**src/rtl/snoop_domain_pkg.sv**
```systemverilog
package snoop_domain_pkg;

    typedef enum logic [1:0] {
        DOM_NONSHARE = 2'b00,
        DOM_INNER    = 2'b01,
        DOM_OUTER    = 2'b10,
        DOM_SYSTEM   = 2'b11
    } share_dom_e;

    typedef enum logic {
        ST_IDLE   = 1'b0,
        ST_RESULT = 1'b1
    } out_state_e;

endpackage

```
**src/rtl/snoop_domain_map.sv**
```systemverilog
module snoop_domain_map #(
    parameter int N_MGR = 4,
    parameter int ID_W  = 2,
    parameter int IDX_W = 2
) (
    input  logic                        clk,
    input  logic                        rst_n,
    input  logic                        wr_en,
    input  logic [IDX_W-1:0]            wr_idx,
    input  logic [ID_W-1:0]             wr_inner,
    input  logic [ID_W-1:0]             wr_outer,
    input  logic                        wr_cache,
    output logic [N_MGR-1:0][ID_W-1:0]  inner_ids,
    output logic [N_MGR-1:0][ID_W-1:0]  outer_ids,
    output logic [N_MGR-1:0]            cache_en
);

    for (genvar m = 0; m < N_MGR; m++) begin : g_entry
        always_ff @(posedge clk or negedge rst_n) begin
            if (!rst_n) begin
                inner_ids[m] <= '0;
                outer_ids[m] <= '0;
                cache_en[m]  <= 1'b0;
            end else if (wr_en && (wr_idx == IDX_W'(m))) begin
                inner_ids[m] <= wr_inner;
                outer_ids[m] <= wr_outer;
                cache_en[m]  <= wr_cache;
            end
        end
    end

endmodule

```
**src/rtl/snoop_mask_calc.sv**
```systemverilog
module snoop_mask_calc
    import snoop_domain_pkg::*;
#(
    parameter int N_MGR = 4,
    parameter int ID_W  = 2,
    parameter int IDX_W = 2
) (
    input  logic                        legacy_mode,
    input  logic [IDX_W-1:0]            src,
    input  logic [1:0]                  domain,
    input  logic [N_MGR-1:0][ID_W-1:0]  inner_ids,
    input  logic [N_MGR-1:0][ID_W-1:0]  outer_ids,
    input  logic [N_MGR-1:0]            cache_en,
    output logic [N_MGR-1:0]            mask
);

    share_dom_e      dom_eff;
    logic [ID_W-1:0] src_inner;
    logic [ID_W-1:0] src_outer;

    always_comb begin
        dom_eff = share_dom_e'(domain);
        if (dom_eff == DOM_INNER && !legacy_mode) begin
            dom_eff = DOM_OUTER;
        end
    end

    assign src_inner = inner_ids[src];
    assign src_outer = outer_ids[src];

    for (genvar j = 0; j < N_MGR; j++) begin : g_tgt
        logic peer_ok;
        assign peer_ok = cache_en[j] && (src != IDX_W'(j));
        always_comb begin
            unique case (dom_eff)
                DOM_INNER: mask[j] = peer_ok && (inner_ids[j] == src_inner);
                DOM_OUTER: mask[j] = peer_ok && (outer_ids[j] == src_outer);
                default:   mask[j] = 1'b0;
            endcase
        end
    end

endmodule

```
**src/rtl/snoop_domain_sel.sv**
```systemverilog
module snoop_domain_sel
    import snoop_domain_pkg::*;
#(
    parameter int N_MGR = 4,
    parameter int ID_W  = 2,
    localparam int IDX_W = (N_MGR > 1) ? $clog2(N_MGR) : 1
) (
    input  logic             clk,
    input  logic             rst_n,
    input  logic             legacy_mode,
    input  logic             cfg_we,
    input  logic [IDX_W-1:0] cfg_idx,
    input  logic [ID_W-1:0]  cfg_inner_id,
    input  logic [ID_W-1:0]  cfg_outer_id,
    input  logic             cfg_cache_en,
    input  logic             req_valid,
    input  logic [IDX_W-1:0] req_src,
    input  logic [1:0]       req_domain,
    output logic             snp_valid,
    output logic [N_MGR-1:0] snp_mask,
    output logic             snoop_needed
);

    logic [N_MGR-1:0][ID_W-1:0] inner_ids;
    logic [N_MGR-1:0][ID_W-1:0] outer_ids;
    logic [N_MGR-1:0]           cache_en;
    logic [N_MGR-1:0]           mask_c;
    logic [N_MGR-1:0]           mask_q;
    logic                       need_q;
    out_state_e                 state_q, state_d;

    snoop_domain_map #(.N_MGR(N_MGR), .ID_W(ID_W), .IDX_W(IDX_W)) u_map (
        .clk       (clk),
        .rst_n     (rst_n),
        .wr_en     (cfg_we),
        .wr_idx    (cfg_idx),
        .wr_inner  (cfg_inner_id),
        .wr_outer  (cfg_outer_id),
        .wr_cache  (cfg_cache_en),
        .inner_ids (inner_ids),
        .outer_ids (outer_ids),
        .cache_en  (cache_en)
    );

    snoop_mask_calc #(.N_MGR(N_MGR), .ID_W(ID_W), .IDX_W(IDX_W)) u_calc (
        .legacy_mode (legacy_mode),
        .src         (req_src),
        .domain      (req_domain),
        .inner_ids   (inner_ids),
        .outer_ids   (outer_ids),
        .cache_en    (cache_en),
        .mask        (mask_c)
    );

    // Next-state: T_ACCEPT on a request, T_DRAIN otherwise
    always_comb begin
        unique case (state_q)
            ST_IDLE:   state_d = req_valid ? ST_RESULT : ST_IDLE;
            ST_RESULT: state_d = req_valid ? ST_RESULT : ST_IDLE;
            default:   state_d = ST_IDLE;
        endcase
    end

    // State and result register
    always_ff @(posedge clk or negedge rst_n) begin
        if (!rst_n) begin
            state_q <= ST_IDLE;
            mask_q  <= '0;
            need_q  <= 1'b0;
        end else begin
            state_q <= state_d;
            mask_q  <= req_valid ? mask_c : '0;
            need_q  <= req_valid && (mask_c != '0);
        end
    end

    // Outputs from state
    always_comb begin
        unique case (state_q)
            ST_RESULT: begin
                snp_valid    = 1'b1;
                snp_mask     = mask_q;
                snoop_needed = need_q;
            end
            default: begin
                snp_valid    = 1'b0;
                snp_mask     = '0;
                snoop_needed = 1'b0;
            end
        endcase
    end

endmodule

```
**config.mk**
```make
export PLATFORM = sky130hd
export DESIGN_NAME = snoop_domain_sel
export DESIGN_NICKNAME = d
export VERILOG_FILES = /design/src/rtl/snoop_domain_pkg.sv /design/src/rtl/snoop_domain_map.sv /design/src/rtl/snoop_mask_calc.sv /design/src/rtl/snoop_domain_sel.sv
export SDC_FILE = /design/constraint.sdc
export NUM_CORES = 1
export LEC_CHECK = 0
export BUFFER_PORTS_ARGS = -buffer_cell sky130_fd_sc_hd__buf_2
export CAP_MARGIN = 20
export CELL_PAD_IN_SITES_DETAIL_PLACEMENT = 0
export CELL_PAD_IN_SITES_GLOBAL_PLACEMENT = 2
export CORE_MARGIN = 5
export CORE_UTILIZATION = 33
export CTS_CLUSTER_SIZE = 14
export DETAILED_ROUTE_END_ITERATION = 8
export GPL_TIMING_DRIVEN = 0
export PLACE_DENSITY_LB_ADDON = 0.1
export SYNTH_ARGS = -nofsm -noshare
export SYNTH_HDL_FRONTEND = slang
export SYNTH_SLANG_ARGS = --single-unit
```
**constraint.sdc**
```tcl
create_clock -name clk -period 1.7 [get_ports clk]
set_clock_uncertainty 0.1 [all_clocks]
set_input_delay 0.17 -clock clk [delete_from_list [all_inputs] [get_ports clk]]
set_output_delay 0.17 -clock clk [all_outputs]
set_load 0.005 [all_outputs]
```
* Word level (Yosys, flattened, before mapping) *
Cells that the tools add are included.
Widths: inputs -> output; s select.

operators by class
  eq/ne operators = 17
  reductions and logical operators = 22
  mux-type cells = 14
  magnitude comparators = 1

operator list
  operator            number
  $logic_and 1x1->1   18
  $eq 2x2->1          8
  $bmux 2 s2          2
  $mux 4              2
  $pmux 1 s2          4
  $eq 2x1->1 const B  3
  $eq 2x2->1 const B  3
  $mux 2              3
  $ne 2x2->1 const B  2
  $reduce_bool 4->1   1
  $lt 2x3->1 const B  1
  $mux 1              3
  $logic_not 2->1     1
  $ne 2x1->1 const B  1
  $reduce_bool 2->1   1
  $logic_not 1->1     1

storage, ports and cells
  logic and storage cells = 69
  bits of input ports = 16
  bits in registers = 26

* Logic depth before layout (Yosys ltp) *
Gate-level depths: netlist (run 1).

  word-level depth = 7
  mapped depth = 8

* Cells and area by module *
Synthesis (run 1) repeated with hierarchy kept, for this count alone.

second synthesis, totals
  cell total of the unflattened synthesis = 148
  area, all modules = 1651.6 µm²

modules (own cells, without submodules)
  module            area each (µm²)  cells each  times used
  snoop_domain_map  764.5            44          1
  snoop_mask_calc   668.1            88          1
  snoop_domain_sel  219.0            16          1

* Worst setup path after synthesis (run 1) *
No wires, ideal clock.

  path kind = register to register
  from = reg u_map.outer_ids[6] in the netlist's numbering
  to = reg need_q
  cell stages (with the launch flop) = 7
  clock period less this slack = 1.824 ns
  data required time = 1.461 ns
  setup time = 0.139 ns
  data arrival time = 1.585 ns
  path slack = -0.124 ns
  cell sequence = dfrtp_1 > mux2_1 > a22oi_1 > xor2_1 > nand4_1 > a21boi_1 > or4_1

on the way
  longest elaborated chain between the ends = 7

RTL lines
  element                           line                    source
  start: declaration                snoop_domain_map.sv:14  output logic [N_MGR-1:0][ID_W-1:0] outer_ids,
  start signal: indexed assignment  snoop_domain_map.sv:26  outer_ids[m] <= wr_outer;
  $bmux 2 s2                        snoop_mask_calc.sv:29   assign src_outer = outer_ids[src];
  $mux 2 (not written as such)      snoop_mask_calc.sv:29
  $eq 2x2->1                        snoop_mask_calc.sv:37   DOM_OUTER: mask[j] = peer_ok && (outer_ids[j] == src_outer);
  $logic_and 1x1->1                 snoop_mask_calc.sv:37
  $pmux 1 s2                        snoop_mask_calc.sv:35   unique case (dom_eff)
  $reduce_bool 4->1 *               snoop_domain_sel.sv:73  need_q <= req_valid && (mask_c != '0);
  $logic_and 1x1->1 *               snoop_domain_sel.sv:73
  end signal: assignment            snoop_domain_sel.sv:73
  end: declaration                  snoop_domain_sel.sv:29  logic need_q;

Mark *: on every way between the ends. The rest lies on a longest branch, timed or not. The select of a mux whose other input is x is not followed.
A chain may end at the register's enable or synchronous reset.

* Worst setup path in the final report (run 1) *
  from = reg u_map.outer_ids[2] in the netlist's numbering
  to = reg need_q

The elaborated chain is that of the path after synthesis.

==> impl_metrics.tcl, run 1 <==
set metrics [dict create \
    slew_violations 0 \
    synth_top_family_by_area "multiplexers" \
    initial_core_util_pct 33.85 \
    root_buffer "clkbuf_8" \
    gp_congestion 0.8502 \
    drt-initial-drc-count 20 \
    synth-seq-cells 26 \
    drc 0 \
    synth_edf_count 0 \
    ff_latch_area_um2 659.4 \
    synth-async-reset-ratio_pct 100.0 \
    clk_latency_ns 0.27 \
    track_usage_pct 13.35 \
    p_leak_nw 0.8501 \
    synth_ff_type "dfrtp_1" \
    required_ns 1.75 \
    synth_sequential_area_ratio_pct 40.69 \
    grt_pass1_vias 1333 \
    syn_nets 162 \
    die_h_um 79.61 \
    via_count 1221 \
    core_um2 4723 \
    cp-startpoint "u_map.outer_ids[2]$_DFFE_PN0P_" \
    clockBufferDepth 2 \
    netlist_instances 145 \
    period_share_pct 110.1 \
    synth-xor-area-share_pct 13.15 \
    multi_input_area_um2 923.4 \
    pre_cts_ws_ns -0.2562 \
    critPathCaptureType "flop" \
    crit_type "reg2reg" \
    pin_count 22 \
    die_x_um 79.61 \
    fill_cells 484 \
    relSlewSlack_pct 43.06 \
    hp-class "in2reg" \
    maxCapViolCount 0 \
    worst-path-max-fanout 5 \
    worstMarginPinSlew_ns 0.8523 \
    period_needed_ns 1.872 \
    avgSynthCellArea_um2 11.03 \
    routed_wl_um 3872 \
    grt_setup_unrepaired "yes" \
    synth-simple-area-share_pct 13.62 \
    synth_area_um2 1599 \
    dr.pass1.iters 4 \
    setup_viol 1 \
    status "finished with violations" \
    num_antenna_cells 0 \
    power_density_nw_per_um2 1038 \
    synthTopCellsByArea "dfrtp_1, mux2_2, xnor2_1, xor2_1, mux2i_1" \
    cts_tree "done" \
    synth_common_cells "dfrtp_1, mux2_2, xnor2_1" \
    grt_overflow 0 \
    dieArea_um2 6338 \
    synth_warnings 0 \
    antenna_left 0 \
    avgViaCountPerCell 4.963 \
    detailed_place_hpwl_um 3004 \
    synth.most_common_cell "dfrtp_1" \
    cp-endpoint "need_q$_DFF_PN0_" \
    worstPathArrival_ns 1.92 \
    grt_antenna_before_repair 0 \
    rrSetupSlack_ns -0.17 \
    r2r_end "need_q$_DFF_PN0_" \
    grt_start_max_net_pins 27 \
    cts_inserted_buffers 3 \
    synthMuxAreaShare_pct 17.92 \
    start_kind "flop" \
    ir_drop_mv 0.5419 \
    setup_ws_ns -0.1717 \
    synth.distinct_cells 43 \
    worstReg2RegStart "u_map.outer_ids[2]$_DFFE_PN0P_" \
    p_total_mw 2.053 \
    port_buffers 20 \
    htree_levels 1 \
    synth_fa_ha_area_share_pct 0.7825 \
    wl_per_cell_um 15.74 \
    numClockSinks 26 \
    grt_first_pass_wirelength_um 6534 \
    final-hold-violation-count 0 \
    reg2regPathDepth 6 \
    synthToLayoutAreaGrowth_pct 23.71 \
    yosysTopAreaCellShare_pct 40.69 \
    max_freq_ghz 0.5343 \
    min_from "cfg_inner_id[1]" \
    synth_top_area_cell "dfrtp_1" \
    rows 25 \
    drive_gt1_share_pct 43.02 \
    violations "setup timing" \
    clk_pin_slew_worst_paths_ns 0.10 \
    synth-compound-area-share_pct 10.09 \
    fin_nets 197 \
]
==> worst max-delay path, stage by stage (launching register included) <==
cell and delay (ns):
dfrtp_2 0.45, mux2_4 0.28, a22oi_2 0.15, xor2_1 0.10, nand4_1 0.11, a21boi_1 0.08
or4_1 0.48
==> logic make-up after synthesis <==
logic type,Yosys count
DFF,26
AOI/OAI and AO/OA,22
xor gates and xnor gates,24
buffers and inverters,7
adders and majority gates,1
muxes,26
and+or+nand+nor,39
==> registers in the layout (all words and copies together) (netlist names) <==
register         count
u_map.outer_ids      8
u_map.cache_en       4
u_map.inner_ids      8
mask_q               4
state_q              1
need_q               1
==> cell usage in the layout (no fill, tap or decap), drive strengths merged, types with 2 or more instances in the layout <==
master and count:
and2 5, buf 32, nand3b 3, xnor2 15, a21oi 4, mux2 21, mux2i 5, bufinv 2
nor3 4, nor3b 2, xor2 9, nand4 2, o22a 2, dlygate4sd3 2, dfrtp 26, nor2 6
inv 2, clkbuf 3, nand2 7, o21ai 5, nand3 7
==> power breakdown <==
part | internal (mW) | switching (mW)
Combinational | 0.370 | 0.308
Sequential | 0.725 | 0.140
Clock | 0.315 | 0.195
Total | 1.41 | 0.643
==> metal layers <==
layer  track usage, %  share of wire, %  up-vias
met5                0                 0        -
met4            4.467               2.0        0
met3            2.483               4.2        8
met2            22.62                49       29
met1            17.00                45      595
li1                 -                 -      589
==> final cells by class <==
class / count / area share, %
buffer: 4 / 1.771
clock inverter: 1 / 1.518
clock buffer: 3 / 2.087
inverter: 3 / 1.265
multi-input combinational: 112 / 46.68
sequential: 26 / 33.33
timing repair buffer: 30 / 9.108
tap: 67 / 4.238
==> repair_timing <==
action | in CTS | in global routing
gates cloned | 0 | 0
hold buffers | 2 | 0
setup endpoints to repair | 1 | 2
setup buffers | 7 | 1
pin swaps | 6 | 1
endpoints found under the hold margin | 27 | 0
resized for setup | 9 | 5
==> worst min-delay path by stage <==
stage	endpoint	slack (ns)	cells past startpoint
6_report	u_map.inner_ids[5]$_DFFE_PN0P_	0.06	2
5_1_grt	u_map.inner_ids[7]$_DFFE_PN0P_	0.08	2
4_1_cts	u_map.inner_ids[5]$_DFFE_PN0P_	0.07	2
3_5_place_dp	state_q$_DFF_PN0_	0.11	1
3_3_place_gp	state_q$_DFF_PN0_	0.10	1
2_1_floorplan	mask_q[0]$_DFF_PN0_	-0.23	0
==> through the flow <==
step / cell area [um2] / util (%) / setup TNS [ns] / hold slack, ns / std cells
floorplan: 1612 / - / -0.04087 / -0.2256 / 145
global placement: 1795 / 38.01 / -0.4526 / 0.1046 / 232
detailed placement: 1795 / 38.01 / -0.2562 / 0.1126 / 232
CTS: 1954 / 41.38 / -0.1732 / 0.06598 / 245
global route: 1978 / 41.88 / -0.2674 / 0.07597 / 246
finish: 1978 / 41.88 / -0.1717 / 0.06469 / 246
Power figures use the tool's default switching activity.
==> run 2: changes to the inputs <==
--- a/config.mk
+++ b/config.mk
@@ -15,6 +15,7 @@
 export DETAILED_ROUTE_END_ITERATION = 8
 export GPL_TIMING_DRIVEN = 0
 export PLACE_DENSITY_LB_ADDON = 0.1
+export REMOVE_ABC_BUFFERS = 1
 export SYNTH_ARGS = -nofsm -noshare
 export SYNTH_HDL_FRONTEND = slang
 export SYNTH_SLANG_ARGS = --single-unit
==> run 2 against run 1 <==
Net effect: sequential power down 0.8%; critical path type unchanged; critical endpoint unchanged; final cell count down 1.2%; sequential share of layout area up 0.91 points; the run still ends with setup timing left.
==> impl_metrics.tcl, run 2 (synthesis gave the netlist of run 1 again) <==
set metrics [dict create \
    status "finished with violations" \
    violations "setup timing" \
    detailed_place_hpwl_um 2848 \
    grt_setup_unrepaired "yes" \
    p_leak_nw 0.8195 \
    worst-path-max-fanout 4 \
    critPathCaptureType "flop" \
    drive_gt1_share_pct 42.05 \
    maxCapViolCount 0 \
    setup_viol 2 \
    power.internal_mw 1.277 \
    ir_drop_mv 0.4931 \
    clk_pin_slew_worst_paths_ns 0.09 \
    via_count 1205 \
    numClockSinks 26 \
    die_x_um 79.61 \
    setup_ws_ns -0.1642 \
    gp_congestion 0.8055 \
    grt_pass1_vias 1272 \
    relSlewSlack_pct 41.36 \
    clockBufferDepth 2 \
    fin_nets 194 \
    comb_power_share_pct 33.3 \
    grt_overflow 0 \
    wl_per_cell_um 15.74 \
    power_density_nw_per_um2 990.6 \
    fin_cells 243 \
    rows 25 \
    initial_core_util_pct 33.85 \
    period_share_pct 109.7 \
    drt-initial-drc-count 47 \
    final_cell_mix "buf_2, mux2_2, dfrtp_1, xnor2_1, dfrtp_2" \
    dieArea_um2 6338 \
    core_um2 4723 \
    dp_cells 229 \
    worstMarginPinSlew_ns 0.8778 \
    avgViaCountPerCell 4.959 \
    cts_inserted_buffers 3 \
    grt_antenna_before_repair 0 \
    drc 0 \
    slew_violations 0 \
    grt_start_max_net_pins 27 \
    max_freq_ghz 0.5364 \
    switching_share_pct 33.19 \
    hp-class "in2reg" \
    routed_wl_um 3824 \
    pin_count 22 \
    period_needed_ns 1.864 \
    worstPathArrival_ns 1.92 \
    port_buffers 21 \
    grt_first_pass_wirelength_um 6258 \
    required_ns 1.75 \
    final_common_cell "buf_2" \
    crit_type "reg2reg" \
    largestRegisters "u_map.inner_ids x8, u_map.outer_ids x8" \
    htree_levels 1 \
    final-hold-violation-count 0 \
    clk_latency_ns 0.27 \
    hold_path_depth 2 \
    root_buffer "clkbuf_8" \
    num_antenna_cells 0 \
    dr.pass1.iters 4 \
    die_h_um 79.61 \
    cts_tree "done" \
    synthToLayoutAreaGrowth_pct 20.66 \
    start_kind "flop" \
    fin_tns_setup_ns -0.2013 \
    reg2regPathDepth 6 \
    clkPwrFrac_pct 21.8 \
    track_usage_pct 12.91 \
    seq_power_share_pct 44.9 \
    p_switching_mw 0.6344 \
    antenna_left 0 \
]
## run 2: cell types whose count changed in the layout (fill, tap and decap cells not counted), sizes merged
cell	delta
bufinv	-1
buf	-3
clkbuf	+1
## run 2: worst paths after layout
kind / startpoint / to / slack, ns
min reg2reg: u_map.cache_en[1]$_DFFE_PN0P_ / u_map.cache_en[1]$_DFFE_PN0P_ / 0.44
min in group asynchronous: rst_n / mask_q[2]$_DFF_PN0_ / 0.34
min: cfg_inner_id[1] / u_map.inner_ids[3]$_DFFE_PN0P_ / 0.06
max reg2reg: u_map.outer_ids[6]$_DFFE_PN0P_ / need_q$_DFF_PN0_ / -0.16
max: u_map.outer_ids[6]$_DFFE_PN0P_ / need_q$_DFF_PN0_ / -0.16
max in group asynchronous: rst_n / u_map.inner_ids[5]$_DFFE_PN0P_ / 0.74
## run 2: repair_timing
action / 4_1_cts / 5_1_grt
setup buffers: 5 / 3
resized for setup: 5 / 10
pin swaps: 7 / 7
endpoints found under the setup margin: 1 / 2
hold buffers: 2 / 0
hold endpoints to repair: 27 / 0
## run 2: metal layers
metal	GRT usage [%]	wire [um]	share of wire, %	vias to the layer above
met5	0	0	0	-
li1	-	-	-	581
met1	17.71	1862	49	597
met2	20.78	1755	46	23
met4	3.093	42	1.1	0
met3	2.596	164	4.3	4
## run 2: cell type report
type,instances,area (um2)
well taps,67,83.83
fillers,471,2794
inverters,3,25.02
repair buffers,31,188.9
multi-input cells,112,915.9
clock buffers,4,55.05
flip-flops and latches,26,660.6
## run 2: power groups by stage
stage	clock network [mW]	logic (mW)	registers [mW]
global route	0.441	0.699	0.875
finish	0.417	0.636	0.858
CTS	0.423	0.617	0.851
global placement	0	0.549	0.860
floorplan	0	0.414	0.832
detailed placement	0	0.555	0.869
## run 2: worst max-delay path, stage by stage (launching register included)
cell,delay (ns)
dfrtp_1,0.43
mux2i_2,0.22
xor2_1,0.10
nand2_1,0.08
o21ai_0,0.10
a21o_1,0.20
or4_1,0.52
## run 2: through the flow
stage	setup slack (ns)	hold WS (ns)	area (um2)	power [mW]	util (%)
after floorplan	-0.1237	-0.2256	1564	1.245	-
after global placement	-0.3509	0.09966	1753	1.409	37.11
after detailed placement	-0.3921	0.1188	1753	1.424	37.11
after CTS	-0.1773	0.06170	1889	1.891	40.00
after global routing	-0.2342	0.07234	1929	2.015	40.85
final	-0.1642	0.05800	1929	1.911	40.85
